$ cat src/rtl/clfc_pkg.sv
// Package: shared helpers for the credit-gated flit link.
// Assumes: depths are positive integers.
package clfc_pkg;

    // Bits needed to hold any count from 0 to n inclusive.
    function automatic int count_bits(input int n);
        return (n < 1) ? 1 : $clog2(n + 1);
    endfunction

    // Bits needed to index n storage slots.
    function automatic int index_bits(input int n);
        return (n < 2) ? 1 : $clog2(n);
    endfunction

endpackage

$ cat src/rtl/clfc_sender.sv
// Transmit side: keeps the credit counter and places accepted flits on the link.
// The counter starts at BUF_DEPTH. Each send spends one credit and each arriving
// token adds its amount, both in the same update. The flit link is one register stage.
// Assumes: a token never carries more credits than were spent.
module clfc_sender #(
    parameter int DATA_W    = 8,
    parameter int BUF_DEPTH = 10,
    parameter int CW        = 4
) (
    input  logic              clk,
    input  logic              rst_n,
    input  logic              in_valid,
    input  logic [DATA_W-1:0] in_data,
    output logic              in_ready,
    input  logic              tok_valid,
    input  logic [CW-1:0]     tok_amt,
    output logic              link_valid,
    output logic [DATA_W-1:0] link_data,
    output logic [CW-1:0]     credits
);

    localparam logic [CW-1:0] FULL_CREDITS = CW'(BUF_DEPTH);

    logic          send;
    logic [CW:0]   credit_sum;

    // Producer may hand over a flit only while a credit remains.
    assign in_ready = (credits != '0);
    assign send     = in_valid && in_ready;

    // Next count: spend one per send, add the returning token's amount.
    always_comb begin
        credit_sum = {1'b0, credits} - (CW+1)'(send)
                   + (tok_valid ? {1'b0, tok_amt} : '0);
    end

    // Credit counter register.
    always_ff @(posedge clk) begin
        if (!rst_n) begin
            credits <= FULL_CREDITS;
        end else begin
            credits <= credit_sum[CW-1:0];
        end
    end

    // Link register: one flit per cycle toward the receiver.
    always_ff @(posedge clk) begin
        if (!rst_n) begin
            link_valid <= 1'b0;
            link_data  <= '0;
        end else begin
            link_valid <= send;
            if (send) begin
                link_data <= in_data;
            end
        end
    end

endmodule

$ cat src/rtl/clfc_fifo.sv
// Receive buffer: a circular FIFO of BUF_DEPTH flits with a valid/ready read port.
// It also reports the occupancy and whether the FIFO will be empty after this
// cycle's push and pop.
// Assumes: the credit protocol never pushes into a full FIFO.
module clfc_fifo #(
    parameter int DATA_W    = 8,
    parameter int BUF_DEPTH = 10,
    parameter int CW        = 4,
    parameter int AW        = 4
) (
    input  logic              clk,
    input  logic              rst_n,
    input  logic              push,
    input  logic [DATA_W-1:0] push_data,
    input  logic              out_ready,
    output logic              out_valid,
    output logic [DATA_W-1:0] out_data,
    output logic              pop,
    output logic [CW-1:0]     occupancy,
    output logic              empty_next
);

    localparam logic [AW-1:0] LAST_SLOT = AW'(BUF_DEPTH - 1);

    logic [DATA_W-1:0] slots [BUF_DEPTH];
    logic [AW-1:0]     wr_ptr;
    logic [AW-1:0]     rd_ptr;
    logic [CW-1:0]     occ_next;

    // Read side: head flit is visible whenever the FIFO is not empty.
    assign out_valid = (occupancy != '0);
    assign out_data  = slots[rd_ptr];
    assign pop       = out_valid && out_ready;

    // Occupancy after this cycle's transfers.
    always_comb begin
        occ_next   = occupancy + CW'(push) - CW'(pop);
        empty_next = (occ_next == '0);
    end

    // Pointer and occupancy registers, with wrap at the last slot.
    always_ff @(posedge clk) begin
        if (!rst_n) begin
            wr_ptr    <= '0;
            rd_ptr    <= '0;
            occupancy <= '0;
        end else begin
            occupancy <= occ_next;
            if (push) begin
                wr_ptr <= (wr_ptr == LAST_SLOT) ? '0 : wr_ptr + AW'(1);
            end
            if (pop) begin
                rd_ptr <= (rd_ptr == LAST_SLOT) ? '0 : rd_ptr + AW'(1);
            end
        end
    end

    // Storage write.
    always_ff @(posedge clk) begin
        if (push) begin
            slots[wr_ptr] <= push_data;
        end
    end

endmodule

$ cat src/rtl/clfc_credit_gather.sv
// Credit aggregator: counts slots freed by pops and releases them as one token.
// A token leaves when the count of freed slots reaches BLOCK_THRESH, or when the
// FIFO goes empty with any freed slots still unreported. The token is registered.
// Assumes: BLOCK_THRESH is between 1 and BUF_DEPTH.
module clfc_credit_gather #(
    parameter int BLOCK_THRESH = 5,
    parameter int CW           = 4
) (
    input  logic          clk,
    input  logic          rst_n,
    input  logic          pop,
    input  logic          empty_next,
    output logic          tok_valid,
    output logic [CW-1:0] tok_amt
);

    localparam logic [CW-1:0] THRESH_V = CW'(BLOCK_THRESH);

    logic [CW-1:0] pending;
    logic [CW-1:0] pending_next;
    logic          fire;

    // Decide whether the freed slots, this pop included, go out now.
    always_comb begin
        pending_next = pending + CW'(pop);
        fire = (pending_next >= THRESH_V)
            || (empty_next && (pending_next != '0));
    end

    // Pending count and token register.
    always_ff @(posedge clk) begin
        if (!rst_n) begin
            pending   <= '0;
            tok_valid <= 1'b0;
            tok_amt   <= '0;
        end else begin
            tok_valid <= fire;
            tok_amt   <= fire ? pending_next : '0;
            pending   <= fire ? '0 : pending_next;
        end
    end

endmodule

$ cat src/rtl/clfc_delay.sv
// Return path: a chain of DELAY register stages for credit tokens, standing for
// the wire length. With DELAY of zero the token passes straight through.
// Assumes: at most one token enters per cycle.
module clfc_delay #(
    parameter int DELAY = 3,
    parameter int CW    = 4
) (
    input  logic          clk,
    input  logic          rst_n,
    input  logic          in_valid,
    input  logic [CW-1:0] in_amt,
    output logic          out_valid,
    output logic [CW-1:0] out_amt
);

    generate
        if (DELAY == 0) begin : g_wire
            assign out_valid = in_valid;
            assign out_amt   = in_amt;
        end else begin : g_pipe
            logic [DELAY-1:0] stage_v;
            logic [CW-1:0]    stage_a [DELAY];

            // Shift the token one stage per cycle.
            always_ff @(posedge clk) begin
                if (!rst_n) begin
                    stage_v <= '0;
                    for (int i = 0; i < DELAY; i++) begin
                        stage_a[i] <= '0;
                    end
                end else begin
                    stage_v[0] <= in_valid;
                    stage_a[0] <= in_amt;
                    for (int i = 1; i < DELAY; i++) begin
                        stage_v[i] <= stage_v[i-1];
                        stage_a[i] <= stage_a[i-1];
                    end
                end
            end

            assign out_valid = stage_v[DELAY-1];
            assign out_amt   = stage_a[DELAY-1];
        end
    endgenerate

endmodule

$ cat src/rtl/credit_link_top.sv
// Top: transmit side, flit link, receive FIFO, credit aggregator and return path.
// Round trip from a pop to a usable credit is RET_DELAY + 2 edges, counting the
// token register, the delay stages and the counter update.
// Assumes: BLOCK_THRESH <= BUF_DEPTH, and the depth covers the round trip
// for full rate.
module credit_link_top #(
    parameter int DATA_W       = 8,
    parameter int BUF_DEPTH    = 10,
    parameter int BLOCK_THRESH = 5,
    parameter int RET_DELAY    = 3
) (
    input  logic              clk,
    input  logic              rst_n,
    input  logic              in_valid,
    input  logic [DATA_W-1:0] in_data,
    output logic              in_ready,
    output logic              out_valid,
    output logic [DATA_W-1:0] out_data,
    input  logic              out_ready
);

    import clfc_pkg::*;

    localparam int CW = count_bits(BUF_DEPTH);
    localparam int AW = index_bits(BUF_DEPTH);

    logic              link_valid;
    logic [DATA_W-1:0] link_data;
    logic [CW-1:0]     credit_cnt;
    logic              rx_pop;
    logic [CW-1:0]     rx_cnt;
    logic              rx_empty_next;
    logic              ret_valid;
    logic [CW-1:0]     ret_amt;
    logic              dly_valid;
    logic [CW-1:0]     dly_amt;

    clfc_sender #(
        .DATA_W(DATA_W), .BUF_DEPTH(BUF_DEPTH), .CW(CW)
    ) u_tx (
        .clk(clk), .rst_n(rst_n),
        .in_valid(in_valid), .in_data(in_data), .in_ready(in_ready),
        .tok_valid(dly_valid), .tok_amt(dly_amt),
        .link_valid(link_valid), .link_data(link_data),
        .credits(credit_cnt)
    );

    clfc_fifo #(
        .DATA_W(DATA_W), .BUF_DEPTH(BUF_DEPTH), .CW(CW), .AW(AW)
    ) u_rx (
        .clk(clk), .rst_n(rst_n),
        .push(link_valid), .push_data(link_data),
        .out_ready(out_ready), .out_valid(out_valid), .out_data(out_data),
        .pop(rx_pop), .occupancy(rx_cnt), .empty_next(rx_empty_next)
    );

    clfc_credit_gather #(
        .BLOCK_THRESH(BLOCK_THRESH), .CW(CW)
    ) u_gather (
        .clk(clk), .rst_n(rst_n),
        .pop(rx_pop), .empty_next(rx_empty_next),
        .tok_valid(ret_valid), .tok_amt(ret_amt)
    );

    clfc_delay #(
        .DELAY(RET_DELAY), .CW(CW)
    ) u_ret (
        .clk(clk), .rst_n(rst_n),
        .in_valid(ret_valid), .in_amt(ret_amt),
        .out_valid(dly_valid), .out_amt(dly_amt)
    );

endmodule

$ cat config.mk
export PLATFORM = sky130hd
export DESIGN_NAME = credit_link_top
export DESIGN_NICKNAME = d
export VERILOG_FILES = /design/src/rtl/clfc_pkg.sv /design/src/rtl/clfc_sender.sv /design/src/rtl/clfc_fifo.sv /design/src/rtl/clfc_credit_gather.sv /design/src/rtl/clfc_delay.sv /design/src/rtl/credit_link_top.sv
export SDC_FILE = /design/constraint.sdc
export NUM_CORES = 1
export LEC_CHECK = 0
export BUFFER_PORTS_ARGS = -buffer_cell sky130_fd_sc_hd__buf_2
export CAP_MARGIN = 15
export CORE_UTILIZATION = 50
export CTS_BUF_LIST = sky130_fd_sc_hd__clkbuf_2 sky130_fd_sc_hd__clkbuf_4 sky130_fd_sc_hd__clkbuf_8
export DETAILED_ROUTE_END_ITERATION = 12
export PLACE_DENSITY_LB_ADDON = 0.25
export SLEW_MARGIN = 10
export SYNTH_ARGS = -nofsm -noshare
export SYNTH_HDL_FRONTEND = slang
export SYNTH_SLANG_ARGS = --single-unit
$ cat constraint.sdc
create_clock -name clk -period 3.5 [get_ports clk]
set_clock_uncertainty 0.2 [all_clocks]
set_input_delay 0.175 -clock clk [delete_from_list [all_inputs] [get_ports clk]]
set_output_delay 0.175 -clock clk [all_outputs]
set_load 0.01 [all_outputs]
==> results of run 1 <==
cells by family (layout without fill, tap and decap cells):
kind of cell	Yosys count	in the layout	synth area share
and+or+nand+nor	117	117	0.1168
DFF	133	133	0.6720
buffers and inverters	34	96	0.02549
adders and majority gates	15	15	0.03933
other	1	1	0.0007276
muxes	17	17	0.07186
AOI/OAI and AO/OA	43	43	0.05511
xor gates and xnor gates	11	11	0.01870
power breakdown:
part	total [mW]	internal (mW)	switching, mW
logic	0.978	0.484	0.494
registers	1.82	1.75	0.0728
clock network	1.42	0.836	0.579
total	4.21	3.07	1.15
critical path, delay by kind of cell, from the launching register on:
family	cells	cell delay [ns]
flip-flops	1	0.31
adder cells (fa/ha/maj)	4	1.12
buffers and inverters	3	0.19
AND/OR/NAND/NOR	5	1.14
AO/OA/AOI/OAI	1	0.28
state kept, by name, summed over array words and instances, names as in the netlist, named ones only:
| name | flops |
|---|---|
| u_tx.link_valid | 1 |
| u_rx.occupancy | 4 |
| u_tx.credits | 4 |
| u_gather.pending | 4 |
| u_tx.link_data | 8 |
| u_ret.g_pipe.stage_v | 3 |
| u_rx.rd_ptr | 4 |
| u_rx.slots | 80 |
| u_ret.g_pipe.stage_a | 12 |
| u_gather.tok_valid | 1 |
| u_rx.wr_ptr | 4 |
| u_gather.tok_amt | 4 |
cell type report:
type,count,area (sq um)
repair buffers,45,317.8
clock inverters,11,172.7
flip-flops and latches,133,3463
clock buffers,21,276.5
fillers,745,3767
well taps,133,166.4
multi-input cells,204,1629
inverters,19,71.32
metrics by stage:
stage / std cells / cell area, sq um / power [mW] / worst slack [ns]
2_1_floorplan: 371 / 5159 / 2.479 / 0.007244
3_3_place_gp: 521 / 5453 / 2.680 / 0.03952
3_5_place_dp: 521 / 5453 / 2.709 / -0.01914
4_1_cts: 566 / 6045 / 4.148 / 0.01153
5_1_grt: 566 / 6097 / 4.416 / 0.03720
6_report: 566 / 6097 / 4.214 / 0.1661
placed cells by master, fill, tap and decap left out, types with 2 or more instances in the layout:
cell type,synthesis,routed
o21ai_0,3,3
nand2_1,36,36
xnor2_1,8,7
nor4_1,3,3
o211ai_1,8,8
xor2_1,3,3
buf_2,3,21
a22oi_1,8,8
and2_1,20,19
and4_1,2,2
a21oi_1,17,17
dlygate4sd3_1,0,13
bufinv_16,0,4
clkinv_4,0,3
a2111oi_4,0,2
inv_1,18,18
nand3b_1,2,2
dfxtp_1,53,53
a21o_1,2,2
nor2b_1,5,5
nand3_1,3,3
clkbuf_4,0,2
nor2_1,23,23
ha_1,13,12
buf_4,0,11
clkbuf_8,0,19
edfxtp_1,80,80
mux4_2,16,16
nor3_1,3,3
nand2b_1,11,11
inv_4,0,2
routing by layer:
| layer | vias to the layer above | track usage |
|---|---|---|
| met3 | 9 | 0.04342 |
| met1 | 1459 | 0.2352 |
| met4 | 0 | 0.06211 |
| li1 | 1437 | - |
| met5 | - | 0 |
| met2 | 61 | 0.3231 |
final timing paths:
check                                from                      end
setup / recovery        u_rx.occupancy[2]      u_gather.pending[0]
hold / removal    u_ret.g_pipe.stage_v[0]  u_ret.g_pipe.stage_v[1]
setup reg to reg        u_rx.occupancy[2]      u_gather.pending[0]
hold reg to reg   u_ret.g_pipe.stage_v[0]  u_ret.g_pipe.stage_v[1]
what timing repair did:
action / 4_1_cts / 5_1_grt
endpoints found under the hold margin: 16 / 0
endpoints found under the setup margin: 4 / 7
cloned: 0 / 0
gates resized for setup: 1 / 9
hold buffers: 13 / 0
pin swaps: 0 / 6
==> impl_results.md, run 1 <==
- Worst R2R Setup Slack: about 0.17 ns
- M1 WL: 4.023 mm
- Max Buffers Root-to-Sink: 2
- PwrDens: 691.1 mW/mm^2
- Critical-path cell list: inv_1, ha_1, or3b_4, and2_4, ha_1, inv_1, ha_2, inv_1, fa_2, or2b_1, a2111oi_4, nor3_4, and4_1
- Most frequent cell after synthesis: edfxtp_1
- H-tree levels: 4
- Antenna violations before repair: 0
- VDD IR max: between 500 and 600 uV
- Most frequent cell on the critical path: inv_1
- Crit Path Category: reg2reg
- Ranking of synthesized cells by area: edfxtp_1 (47%), dfxtp_1 (21%), mux4_2 (7.0%)
- FFs w/ async S/R, synth: 0
- Number of synthesized register bits: 133
- Rows: 36
- CP Launch Type: flip-flop
- IO Count: 22
- Clock Pin Slew Worst Setup and Hold Paths: about 0.08 ns
- Post-Syn Area: 0.005154 sq mm
- Final Cycle Share: 0.9526
- Critical path's largest stage delay: between 0.5 and 0.6 ns
- Net Count, Synth: 398
- Global route total overflow: 0
- Max Cap Viol: 0
- Vias per Instance: ~5.2
- Post-synth EDFFs: 80
- WL met3: between 300 and 400 um
- DRC errors left: 0
- Die footprint: 0.01072 sq mm
- Synth warnings: 0
- GRT Total Usage: 0.1882
- Fmax: between 200 and 300 MHz
- DR iter-0 viols: roughly 110
- Mean area per synthesized cell: 13.89 sq um
- WL/cell: between 15 and 20 um
- Core Region: 0.009864 sq mm
- Setup crit end kind: flip-flop
- Cells after Synth: 371
- Fin crit period: around 3.3 ns
- First-pass GRT wire length: about 15 mm
- Required time of the worst setup path: 3.62 ns
- Final GP Congestion: about 0.74
- CTS sink cnt: between 100 and 150
- Initial Utilization: 0.5225
- HP Class: reg2reg
- Area grow syn2layout: 18.31%
- Leakage: ~2.2 nW
- Final Max Slew Viols: 0
- Least-Margin Pin Slew: about 0.93 ns
- # nets final: approximately 450
- Hold path cells: 1
- Final hold violations: 0
- Status: finished clean
- Vias in the first global route: 3001
- Largest net degree at the start of global routing: 33
- Post-DP HPWL: between 5 and 6 mm
- Root Driver: clkbuf_8
- Rel. slew slack: 0.3775
- RSZ-0062 raised after global routing: no
- Setup tns final: 0 ns
- Worst hold slack: roughly 0.23 ns
- FF-to-FF path depth: 13
- CTS tree: done
- Via count: about 3000
- Most used flip-flop cell after synthesis: edfxtp_1
- Slowest-stage cell, CP: fa_2
- Netlist cell types: 42
- Post-CTS setup buffer count: 0
- Fin util: 0.6181
- Num CTS Buffers: 17
- Highest metal used: met4
- Crit path DAT: between 3 and 4 ns
- Total Wirelength: between 9 and 10 mm
- Met2 routed WL: 4.703 mm
- Critical path fanouts, max: 6
- Router iterations before antenna repair: 4
- List of most frequent post-synthesis cells: edfxtp_1 (80), dfxtp_1 (53), nand2_1 (36)
- Share of post-route cells with drive strength above 1: 0.2125
- Worst-skew pair later-pin latency: about 0.43 ns
- Top cell type's share of synthesized area: 0.4661
- Ant diodes: 0
- Port-buffer cells: 21
- Height of the die: slightly above 100 um
- Final setup fails: 0
- Seq/Total Area, Yosys: 0.6720
- Number of routed nets with antenna violations: 0
- Synth area leader: edfxtp_1
- Die W: approximately 100 um
No activity file was read; power rests on OpenSTA's default activity.
==> inputs of run 2 (changes only) <==
==> constraint.sdc (replaced) <==
create_clock -name clk -period 4 [get_ports clk]
set_clock_uncertainty 0.2 [all_clocks]
set_input_delay 0.2 -clock clk [delete_from_list [all_inputs] [get_ports clk]]
set_output_delay 0.2 -clock clk [all_outputs]
set_load 0.01 [all_outputs]
==> run 2 against run 1 <==
Compared with the run above: critical endpoint unchanged; non-clock buffer count down 9; highest routed layer unchanged; die area unchanged; combinational power fell by 26%; critical path type unchanged; clock-buffer cell count decreased by 3.
==> impl_results.md, run 2 (synthesis results as in run 1) <==
- CTS tree: done
- GRT Total Usage: 0.1883 (about the same)
- CP Launch Type: flip-flop
- Max Buffers Root-to-Sink: 2 (unchanged)
- # nets final: 438 (-2.0%)
- Vias per Instance: 5.147 (-1.8%)
- DR iter-0 viols: 100 (-6.5%)
- Final Cycle Share: 0.9194 (-0.03315)
- Crit path DAT: 3.79 ns (+0.33 ns)
- Setup crit end kind: flip-flop
- Share of post-route cells with drive strength above 1: 0.1863 (-0.02615)
- M3 GR Usage: 0.04783 (+0.004405)
- Global route total overflow: 0 (unchanged)
- Num CTS Buffers: 17 (unchanged)
- Met2 Use GR: 0.3221 (-0.0009588)
- Non-Filler Instances: 557 (-1.6%)
- Fmax: 271.9 MHz (-9.3%)
- Slowest-stage cell, CP: fa_1
- Setup tns final: 0 ns (unchanged)
- Area grow syn2layout: 16.51%
- RSZ-0062 raised after global routing: no
- Crit Path Category: reg2reg
- Port-buffer cells: 21 (unchanged)
- Post-DP HPWL: 5.751 mm (-2.8%)
- Total Wirelength: 8.793 mm (-3.9%)
- Ant diodes: 0 (unchanged)
- PwrDens: 613.3 mW/mm^2 (-11%)
- Final Max Slew Viols: 0 (unchanged)
- Largest register by flop count: u_rx.slots
- Largest net degree at the start of global routing: 33 (unchanged)
- CTS sink cnt: 133 (unchanged)
- GRT Max-Usage Layer: met2
- H-tree levels: 4 (unchanged)
- Top Registers: u_rx.slots (80), u_ret.g_pipe.stage_a (12), u_tx.link_data (8)
- Max Cap Viol: 0 (unchanged)
- Status: finished clean
- Worst-skew pair later-pin latency: 0.41 ns (-0.02 ns)
- Die footprint: 0.01072 sq mm (unchanged)
- HP Class: in2reg
- Max reg flops: 80 (unchanged)
- Most frequent cells in the layout: edfxtp_1 (80), dfxtp_1 (53), nand2_1 (36), nor2_1 (23), buf_2 (21)
- Filler cells: 737 (-1.1%)
- Required time of the worst setup path: 4.11 ns (+0.49 ns)
- Initial Utilization: 0.5225 (unchanged)
- Root Driver: clkbuf_8
- Fin crit period: 3.678 ns (+0.3437 ns)
- Number of routed nets with antenna violations: 0 (unchanged)
- Rows: 36 (unchanged)
- Rel. slew slack: 0.4523 (+0.07480)
- Critical-path cell list: inv_1, ha_1, or3b_2, and2_1, ha_1, inv_1, ha_1, inv_1, fa_1, or2b_1, a2111oi_2, nor3_2, and4_1
- Final hold violations: 0 (unchanged)
- WL/cell: 15.79 um (-2.3%)
- Most common cell after layout, fill and taps aside: edfxtp_1
- Critical path's largest stage delay: 0.53 ns (-0.03 ns)
- First-pass GRT wire length: 15.32 mm (+0.45%)
- Clock Pin Slew Worst Setup and Hold Paths: 0.08 ns (about the same)
- Leakage: 2.190 nW (-2.0%)
- Final GP Congestion: 0.7518 (+1.6%)
- Least-Margin Pin Slew: 0.8205 ns (-0.1099 ns)
- Via count: 2867 (-3.3%)
- Core Region: 0.009864 sq mm (unchanged)
- IO Count: 22 (unchanged)
- Antenna violations before repair: 0 (unchanged)
- Dpl cells: 515 (-1.2%)
- Vias in the first global route: 3059 (+1.9%)
- Router iterations before antenna repair: 4 (unchanged)
- Critical path fanouts, max: 6 (unchanged)
- DRC errors left: 0 (unchanged)
- Die W: 103.5 um (unchanged)
- Met1 Use GR: 0.2271 (-0.008166)
- Final setup fails: 0 (unchanged)
- Height of the die: 103.5 um (unchanged)
- VDD IR max: 429.2 uV (-16%)
==> run 2: cell types whose count changed in the layout (fill, tap and decap cells not counted), moves of 2 or more <==
cell           previous run  this run
inv_4                     2         0
bufinv_16                 4         7
a2111oi_4                 2         0
dlygate4sd3_1            13        10
clkinv_4                  3         1
clkbuf_8                 19        17
buf_4                    11         5
clkinv_1                  1         3
clkinvlp_4                0         2
==> run 2: worst max-delay path: cells and delay by family, from the launching register on <==
kind	cells	cell delay (ns)
buf+inv	3	0.19
fa+ha+maj	4	1.12
flops	1	0.30
simple gates	5	1.33
compound gates	1	0.43
==> run 2: metal layers <==
layer / share of wire / up-vias
met3: 0.026 / 4
met4: 0.0060 / 0
li1: - / 1419
met5: 0 / -
met1: 0.43 / 1400
met2: 0.54 / 44
==> run 2: final cells by class <==
| type | instances | area (sq um) | area share |
|---|---|---|---|
| timing repair buffer | 36 | 242.7 | 0.04043 |
| sequential | 133 | 3463 | 0.5768 |
| inverter | 19 | 71.32 | 0.01188 |
| clock inverter | 14 | 255.2 | 0.04251 |
| tap | 133 | 166.4 | 0.02771 |
| multi-input combinational | 204 | 1564 | 0.2605 |
| clock buffer | 18 | 241.5 | 0.04022 |
==> run 2: timing repair <==
action,in CTS,in global routing
hold buffers,10,0
resized for setup,0,1
setup endpoints to repair,0,3
endpoints found under the hold margin,12,0
setup buffers,0,0
==> run 2: where the power goes <==
group / internal (mW) / switching [mW]
sequential: 1.53 / 0.0632
combinational: 0.349 / 0.378
clock: 0.873 / 0.490
total: 2.75 / 0.931
==> run 2: path summary, 6_finish.rpt <==
check	startpoint	to	slack, ns	depth (start not counted)
worst max-delay path	u_rx.occupancy[2]	u_gather.pending[0]	0.32	13
worst min-delay path	out_ready	u_rx.rd_ptr[2]	0.05	4
worst max register to register	u_rx.occupancy[2]	u_gather.pending[0]	0.32	13
worst min register to register	u_ret.g_pipe.stage_v[0]	u_ret.g_pipe.stage_v[1]	0.24	1
==> run 2: through the flow <==
stage | util | hold WS [ns] | worst slack, ns | power, mW | cell area (sq um)
2_1_floorplan | - | 0.1360 | 0.4158 | 2.159 | 5154
3_3_place_gp | 0.5477 | 0.2144 | 0.3421 | 2.305 | 5403
3_5_place_dp | 0.5477 | 0.2206 | 0.2278 | 2.335 | 5403
4_1_cts | 0.6082 | 0.01337 | 0.2110 | 3.704 | 6000
5_1_grt | 0.6087 | 0.03850 | 0.1460 | 3.873 | 6005
6_report | 0.6087 | 0.05265 | 0.3224 | 3.682 | 6005
